==> config.mk <==
export PLATFORM = sky130hd
export DESIGN_NAME = mm_timer
export DESIGN_NICKNAME = d
export VERILOG_FILES = /design/src/rtl/mm_timer_pkg.sv /design/src/rtl/mm_timer_ctrl.sv /design/src/rtl/mm_timer_dp.sv /design/src/rtl/mm_timer.sv
export SDC_FILE = /design/constraint.sdc
export NUM_CORES = 1
export LEC_CHECK = 0
export ABC_AREA = 1
export BUFFER_PORTS_ARGS = -buffer_cell sky130_fd_sc_hd__buf_4
export CAP_MARGIN = 20
export CORE_ASPECT_RATIO = 0.6
export CORE_MARGIN = 2
export CORE_UTILIZATION = 55
export DETAILED_ROUTE_END_ITERATION = 12
export MAX_ROUTING_LAYER = met4
export PLACE_DENSITY = 0.72
export SYNTH_ARGS = -nofsm -noshare
export SYNTH_HDL_FRONTEND = slang
export SYNTH_HIERARCHICAL = 1
export SYNTH_SLANG_ARGS = --single-unit
==> constraint.sdc <==
create_clock -name clk -period 3.25 [get_ports clk]
set_clock_uncertainty 0.1 [all_clocks]
set_input_delay 0.325 -clock clk [delete_from_list [all_inputs] [get_ports clk]]
set_output_delay 0.325 -clock clk [all_outputs]
set_load 0.05 [all_outputs]
==> src/rtl/mm_timer_pkg.sv <==
package mm_timer_pkg;

  typedef enum logic [1:0] {
    MODE_TIMER = 2'd0,
    MODE_PWM   = 2'd1,
    MODE_CAPT  = 2'd2,
    MODE_RSVD  = 2'd3
  } tmr_mode_e;

  // strobes from control to datapath, valid for one cycle
  typedef struct packed {
    logic tick;
    logic clr;
    logic cap1;
    logic cap2;
  } tmr_stb_t;

  localparam int ADDR_CTRL  = 0;
  localparam int ADDR_PRESC = 1;
  localparam int ADDR_CMP1  = 2;
  localparam int ADDR_REG2  = 3;
  localparam int ADDR_CAP1  = 4;
  localparam int ADDR_COUNT = 5;
  localparam int ADDR_FLAGS = 6;

  localparam int CTL_EXT = 2;
  localparam int CTL_CLR = 3;
  localparam int CTL_EN  = 4;

  localparam int NUM_FLAGS = 4;

endpackage

==> src/rtl/mm_timer_ctrl.sv <==
module mm_timer_ctrl
  import mm_timer_pkg::*;
#(
  parameter int PRE_W       = 15,
  parameter int SYNC_STAGES = 2
) (
  input  logic             clk,
  input  logic             rstN,
  input  logic             extClk,
  input  logic             capPin1,
  input  logic             capPin2,
  input  logic             extSel,
  input  logic             enable,
  input  logic [PRE_W-1:0] presc,
  input  logic             clrReq,
  output tmr_stb_t         stb
);

  localparam int NPINS = 3;
  localparam int SW    = SYNC_STAGES + 1;

  logic [NPINS-1:0]        pinVec;
  logic [NPINS-1:0][SW-1:0] syncQ;
  logic [NPINS-1:0]        riseVec;
  logic [PRE_W-1:0]        psc;
  logic                    srcEvt;
  logic                    pscDone;

  assign pinVec = {capPin2, capPin1, extClk};

  always_ff @(posedge clk) begin
    if (!rstN) begin
      syncQ <= '0;
    end else begin
      for (int i = 0; i < NPINS; i++) begin
        syncQ[i] <= {syncQ[i][SW-2:0], pinVec[i]};
      end
    end
  end

  for (genvar g = 0; g < NPINS; g++) begin : g_edge
    assign riseVec[g] = syncQ[g][SW-2] & ~syncQ[g][SW-1];
  end

  assign srcEvt  = extSel ? riseVec[0] : 1'b1;
  assign pscDone = (psc == presc);

  always_ff @(posedge clk) begin
    if (!rstN || clrReq) begin
      psc <= '0;
    end else if (enable && srcEvt) begin
      psc <= pscDone ? '0 : psc + 1'b1;
    end
  end

  assign stb.tick = enable && srcEvt && pscDone;
  assign stb.clr  = clrReq;
  assign stb.cap1 = riseVec[1];
  assign stb.cap2 = riseVec[2];

endmodule

==> src/rtl/mm_timer_dp.sv <==
module mm_timer_dp
  import mm_timer_pkg::*;
#(
  parameter int CNT_W = 16,
  parameter int PRE_W = 15,
  parameter int AW    = 3
) (
  input  logic             clk,
  input  logic             rstN,
  input  logic             wrEn,
  input  logic [AW-1:0]    wrAddr,
  input  logic [CNT_W-1:0] wrData,
  input  logic [AW-1:0]    rdAddr,
  output logic [CNT_W-1:0] rdData,
  input  tmr_stb_t         stb,
  output logic             clrReq,
  output logic             extSel,
  output logic             enable,
  output logic [PRE_W-1:0] presc,
  output logic             tmrOut,
  output logic             irq
);

  localparam logic [AW-1:0] A_CTRL  = AW'(ADDR_CTRL);
  localparam logic [AW-1:0] A_PRESC = AW'(ADDR_PRESC);
  localparam logic [AW-1:0] A_CMP1  = AW'(ADDR_CMP1);
  localparam logic [AW-1:0] A_REG2  = AW'(ADDR_REG2);
  localparam logic [AW-1:0] A_CAP1  = AW'(ADDR_CAP1);
  localparam logic [AW-1:0] A_COUNT = AW'(ADDR_COUNT);
  localparam logic [AW-1:0] A_FLAGS = AW'(ADDR_FLAGS);

  tmr_mode_e              modeReg;
  logic [CNT_W-1:0]       count, cmp1Reg, reg2Reg, cap1Reg;
  logic [CNT_W-1:0]       cmp1Last, reg2Last;
  logic [NUM_FLAGS-1:0]   flags, setVec, clrMask;
  logic                   pwmMode, capMode, wrCtrl, wrReg2, atPeriod, outNext;

  assign wrCtrl   = wrEn && (wrAddr == A_CTRL);
  assign wrReg2   = wrEn && (wrAddr == A_REG2);
  assign clrReq   = wrCtrl && wrData[CTL_CLR];
  assign pwmMode  = (modeReg == MODE_PWM);
  assign capMode  = (modeReg == MODE_CAPT);
  assign cmp1Last = cmp1Reg - 1'b1;
  assign reg2Last = reg2Reg - 1'b1;
  assign atPeriod = pwmMode && (count == reg2Last);

  // configuration registers
  always_ff @(posedge clk) begin
    if (!rstN) begin
      modeReg <= MODE_TIMER;
      extSel  <= 1'b0;
      enable  <= 1'b0;
      presc   <= '0;
      cmp1Reg <= '0;
    end else begin
      if (wrCtrl) begin
        modeReg <= tmr_mode_e'(wrData[1:0]);
        extSel  <= wrData[CTL_EXT];
        enable  <= wrData[CTL_EN];
      end
      if (wrEn && wrAddr == A_PRESC) presc   <= wrData[PRE_W-1:0];
      if (wrEn && wrAddr == A_CMP1)  cmp1Reg <= wrData;
    end
  end

  // counter: clear has priority, PWM period wraps early
  always_ff @(posedge clk) begin
    if (!rstN || stb.clr) begin
      count <= '0;
    end else if (stb.tick) begin
      count <= atPeriod ? '0 : count + 1'b1;
    end
  end

  // capture registers; a capture beats a software write
  always_ff @(posedge clk) begin
    if (!rstN) begin
      cap1Reg <= '0;
      reg2Reg <= '0;
    end else begin
      if (stb.cap1) cap1Reg <= count;
      if (capMode && stb.cap2) reg2Reg <= count;
      else if (wrReg2)         reg2Reg <= wrData;
    end
  end

  // PWM waveform
  always_comb begin
    outNext = tmrOut;
    if (!pwmMode) begin
      outNext = 1'b0;
    end else if (stb.clr || (stb.tick && atPeriod)) begin
      outNext = (cmp1Reg != '0);
    end else if (stb.tick && count == cmp1Last) begin
      outNext = 1'b0;
    end
  end

  always_ff @(posedge clk) begin
    if (!rstN) tmrOut <= 1'b0;
    else       tmrOut <= outNext;
  end

  // sticky flags
  assign setVec[0] = stb.cap1;
  assign setVec[1] = stb.cap2 && capMode;
  assign setVec[2] = stb.tick && !stb.clr && (count == cmp1Last);
  assign setVec[3] = stb.tick && !stb.clr && !capMode && (count == reg2Last);
  assign clrMask   = (wrEn && wrAddr == A_FLAGS) ? wrData[NUM_FLAGS-1:0] : '0;

  always_ff @(posedge clk) begin
    if (!rstN) flags <= '0;
    else       flags <= (flags & ~clrMask) | setVec;
  end

  assign irq = |flags;

  always_comb begin
    case (rdAddr)
      A_CTRL:  rdData = CNT_W'({enable, 1'b0, extSel, modeReg});
      A_PRESC: rdData = CNT_W'(presc);
      A_CMP1:  rdData = cmp1Reg;
      A_REG2:  rdData = reg2Reg;
      A_CAP1:  rdData = cap1Reg;
      A_COUNT: rdData = count;
      A_FLAGS: rdData = CNT_W'(flags);
      default: rdData = '0;
    endcase
  end

  AST_CLEAR_ZERO: assert property (@(posedge clk) disable iff (!rstN)
    stb.clr |=> count == '0);
  AST_COUNT_STEP: assert property (@(posedge clk) disable iff (!rstN)
    stb.tick && !stb.clr && !atPeriod |=> count == CNT_W'($past(count) + 1'b1));
  AST_IDLE_HOLD: assert property (@(posedge clk) disable iff (!rstN)
    !stb.tick && !stb.clr |=> $stable(count));
  AST_PWM_WRAP: assert property (@(posedge clk) disable iff (!rstN)
    stb.tick && !stb.clr && atPeriod |=> count == '0);
  AST_CAP1_LATCH: assert property (@(posedge clk) disable iff (!rstN)
    stb.cap1 |=> cap1Reg == $past(count) && flags[0]);
  AST_CAP2_IGNORED: assert property (@(posedge clk) disable iff (!rstN)
    stb.cap2 && !capMode && !wrReg2 |=> $stable(reg2Reg));
  AST_OUT_IDLE: assert property (@(posedge clk) disable iff (!rstN)
    !pwmMode && !wrCtrl |=> !tmrOut);

endmodule

==> src/rtl/mm_timer.sv <==
module mm_timer
  import mm_timer_pkg::*;
#(
  parameter int CNT_W       = 16,
  parameter int PRE_W       = 15,
  parameter int AW          = 3,
  parameter int SYNC_STAGES = 2
) (
  input  logic             clk,
  input  logic             rstN,
  input  logic             wrEn,
  input  logic [AW-1:0]    wrAddr,
  input  logic [CNT_W-1:0] wrData,
  input  logic [AW-1:0]    rdAddr,
  output logic [CNT_W-1:0] rdData,
  input  logic             extClk,
  input  logic             capPin1,
  input  logic             capPin2,
  output logic             tmrOut,
  output logic             irq
);

  tmr_stb_t         stb;
  logic             clrReq, extSel, enable;
  logic [PRE_W-1:0] presc;

  mm_timer_ctrl #(.PRE_W(PRE_W), .SYNC_STAGES(SYNC_STAGES)) u_ctrl (
    .clk(clk), .rstN(rstN), .extClk(extClk), .capPin1(capPin1),
    .capPin2(capPin2), .extSel(extSel), .enable(enable), .presc(presc),
    .clrReq(clrReq), .stb(stb)
  );

  mm_timer_dp #(.CNT_W(CNT_W), .PRE_W(PRE_W), .AW(AW)) u_dp (
    .clk(clk), .rstN(rstN), .wrEn(wrEn), .wrAddr(wrAddr), .wrData(wrData),
    .rdAddr(rdAddr), .rdData(rdData), .stb(stb), .clrReq(clrReq),
    .extSel(extSel), .enable(enable), .presc(presc), .tmrOut(tmrOut), .irq(irq)
  );

endmodule

==> results.md <==
- Status: completed
- Synth cell types: 44
- Fraction of layout instances using a drive strength above 1: 10.68%
- Ports: 46
- Sink Count: 112
- Max Slew Vio Count: 0
- Synth Register Bits: 112
- Number of diodes: 0
- RSZ-0062 raised after global routing: false
- R2r endpoint: u_dp/count[15]
- CP Launch Point: u_ctrl/psc[10]
- Post-detail-place hpwl: 15300 um
- Total track usage: 32.47%
- Worst Min Path Start: extClk
- Post-route DRC violation count: 0
- Critical Path, Cell by Cell: inv_2 -> nand2_1 -> nand2_1 -> nor2_1 -> and2_1 -> nand4_1 -> nor2_1 -> nand3_1 -> nor4_4 -> nand2_1 -> nor4_2 -> nand2_1 -> xor2_1 -> nor2_1
- Post-CTS Resized: 0
- Vias per inst: 5.492
- EDFF count, synth: 0
- CP startpoint kind: flip-flop
- DR WL/cell: 15.87 um
- Cell mode on critical path: nand2_1
- First DRT Iteration DRCs: 793
- Tightest Pin Transition: 0.9188 ns
- Crit-path max cell delay: 0.42 ns
- Rel. slew slack: 38.60%
- Pre-Repair DR Iteration Count: 5
- Main combinational cell family by area after synthesis: simple AND/OR/NAND/NOR gates
- Cell row count: 31
- Post-synthesis mux area share: 0%
- Final Cycle Share: 83.71%
- WHS Path Cells: 3
- Worst hold path class: in2reg
- WS Path Type: reg2reg
- Peak VDD IR: 275.1 uV
- Die X: 145.8 um
- Nets: 1104
- Root Driver: clkbuf_16
- Gpl congestion: 0.9575
- CP bufs+invs: 1
- Worst r2r src: u_ctrl/psc[10]
- Core Area: 0.01191 mm^2
- Xor and xnor area share after synthesis: 5.014%
- Routed Wire Length: 19710 um
- Num CTS Buffers: 9
- Largest net degree at the start of global routing: 49
- Starting Density: 55.74%
- Sequential share of the synthesized area: 33.78%
- Wire length of the first global-routing pass: 31900 um
- Mapped Cells: 1039
- Syn. warnings: 6
- Syn avg cell area: 6.388 um^2
- Crit-path leading delay family: simple AND/OR/NAND/NOR gates
- Slack of the worst reg-to-reg path: 0.53 ns
- CTS max path bufs: 2
- Final ANT Viol Nets: 0
- Post-Syn Nets: 1071
- Worst-Skew Late Latency: 0.35 ns
- Compound-Gate Fraction of Synth Area: 16.17%
- Crit path max fanout: 5
- Fillers: 1164
- Min Tclk post-route: 2.721 ns
- Worst endpoint data arrival time: 2.86 ns
- Layout area overhead: 11.71%
- Crit-path slowest cell: dfxtp_1
- Final setup viols: 0
- DR vias: 6821
- Setup TNS Final: 0 ns
- Grt total ovfl: 0
- Adder-cell share of the synthesized area: 0.7540%
- Hold Violations, Final: 0
- Number of antenna violations at the first check in global routing: 0
- Max Fclk: 367.6 MHz
- Static Leakage: 0.003347 uW
- Die ar.: 0.01299 mm^2
- Vias in the first global route: 6027
- WHS Endpoint: u_ctrl/syncQ[0]
- IO Port Bufs: 45
- Die Y: 89.10 um
- Required @ worst endpoint: 3.39 ns
- Synthesized cell area: 0.006638 mm^2
- Pwr per Cell Area: 421.8 mW/mm^2
- CTS tree: yes
- CTS clk-pin slew, worst paths: 0.08 ns
- Most common flop cell mapped by yosys: dfxtp_1
- Synth Area in Simple Gates: 33.80%
- H-tree Lvls: 3
- Max-Cap Viols: 0
- CP Capture Type: flip-flop
- Setup Buffers After CTS: 0
- Async S/R FF share, synth: 0%
- Power Total: 3127 uW
- CTS hold repair buffers: 0
- R2R cell count: 14
==> cells by family (layout without fill, tap and decap cells) <==
logic type	after synthesis	count (layout)
AND/OR/NAND/NOR	521	521
AO/OA/AOI/OAI	188	188
flip-flops	112	112
buffers and inverters	176	214
XOR/XNOR	38	38
adder cells (fa/ha/maj)	4	4
==> registers in the layout, summed over array words and instances (netlist names) <==
signal,flops
u_ctrl/psc,15
u_ctrl/syncQ,9
u_dp/cap1Reg,16
u_dp/cmp1Reg,16
u_dp/count,16
u_dp/enable,1
u_dp/extSel,1
u_dp/flags,4
u_dp/modeReg,2
u_dp/presc,15
u_dp/reg2Reg,16
u_dp/tmrOut,1
==> worst max-delay path by stage <==
stage	cells after the start	slack, ns	end
finish	14	0.53	u_dp/count[15]
global route	14	0.27	u_dp/count[15]
CTS	14	0.60	u_dp/count[15]
detailed placement	14	0.63	u_dp/count[15]
global placement	13	0.65	u_dp/count[15]
floorplan	13	0.89	u_dp/count[15]
==> synth_stat cells (2+ instances only) <==
cell | n | area share (%)
dfxtp_1 | 112 | 34
nand3_2 | 2 | 0.30
xnor2_1 | 10 | 1.3
nand2_1 | 255 | 14
a311oi_1 | 3 | 0.40
o21ai_2 | 2 | 0.26
nor3_1 | 14 | 1.1
clkbuf_1 | 22 | 1.2
buf_2 | 2 | 0.15
o21ai_1 | 2 | 0.15
nand4_1 | 13 | 1.2
nor3_2 | 2 | 0.30
a22oi_1 | 3 | 0.34
a21oi_1 | 56 | 4.2
nor2_1 | 157 | 8.9
a221oi_1 | 16 | 2.1
nand3b_1 | 4 | 0.45
clkbuf_2 | 4 | 0.30
nor2_2 | 16 | 1.5
nand3_1 | 43 | 3.2
inv_2 | 7 | 0.40
o22ai_1 | 4 | 0.38
ha_1 | 4 | 0.75
o211ai_1 | 9 | 1.0
nand2_2 | 6 | 0.57
a31oi_1 | 2 | 0.19
o21ai_0 | 87 | 6.6
o2111ai_1 | 2 | 0.26
xor2_1 | 28 | 3.7
nor2_4 | 3 | 0.51
inv_1 | 136 | 7.7
==> tightest hold or removal path, delay by kind of cell <==
| family | cells | cell delay, ns |
|---|---|---|
| buffers and inverters | 2 | 0.11 |
| AND/OR/NAND/NOR | 1 | 0.04 |
==> layout make-up <==
type                    instances  area [um^2]  area share [%]
repair buffers                 54        405.4           5.467
flip-flops and latches        112         2242           30.24
clock inverters                 5        63.81          0.8606
clock buffers                  11        242.7           3.274
multi-input cells             751         3714           50.08
inverters                     144        540.5           7.290
well taps                     165        206.4           2.784
==> power by group <==
group | total (uW) | switching, uW | internal (uW)
combinational | 526 | 353 | 172
sequential | 1450 | 37.1 | 1410
clock | 1150 | 528 | 626
==> layout by cell type (no fill, tap or decap), drive strengths merged, types with 2 or more instances in the layout <==
cell type / synthesis / layout
inv: 143 / 144
o2111ai: 2 / 2
nand4: 13 / 13
dfxtp: 112 / 112
clkbuf: 26 / 11
a31oi: 2 / 2
a311oi: 3 / 3
clkinv: 1 / 3
buf: 6 / 54
nor3: 16 / 16
o22ai: 4 / 4
nor2: 176 / 176
nand2: 262 / 262
nand3: 46 / 46
o21ai: 91 / 91
nor4: 2 / 2
xor2: 28 / 28
a22oi: 3 / 3
ha: 4 / 4
o211ai: 9 / 9
xnor2: 10 / 10
a221oi: 16 / 16
a21oi: 56 / 56
nand3b: 5 / 5
==> metrics by stage <==
stage | instance area (um^2) | hold slack [ns] | instances | setup WS [ns] | utilization [%]
after floorplan | 6638 | 0.2905 | 1039 | 0.8942 | -
after global placement | 7108 | 0.2923 | 1226 | 0.6529 | 59.69
after detailed placement | 7108 | 0.2998 | 1226 | 0.6257 | 59.69
after CTS | 7415 | 0.04350 | 1242 | 0.5974 | 62.27
after global routing | 7415 | 0.07017 | 1242 | 0.2675 | 62.27
final | 7415 | 0.05130 | 1242 | 0.5294 | 62.27
==> per-layer routing <==
layer | vias to the layer above | wire, um | track usage (%)
li1 | 3391 | - | -
met1 | 3098 | 9668 | 47.77
met5 | - | 0 | -
met2 | 306 | 7975 | 46.70
met3 | 26 | 1813 | 5.357
met4 | 0 | 257 | 6.863
(Power assumes the default switching activity.)
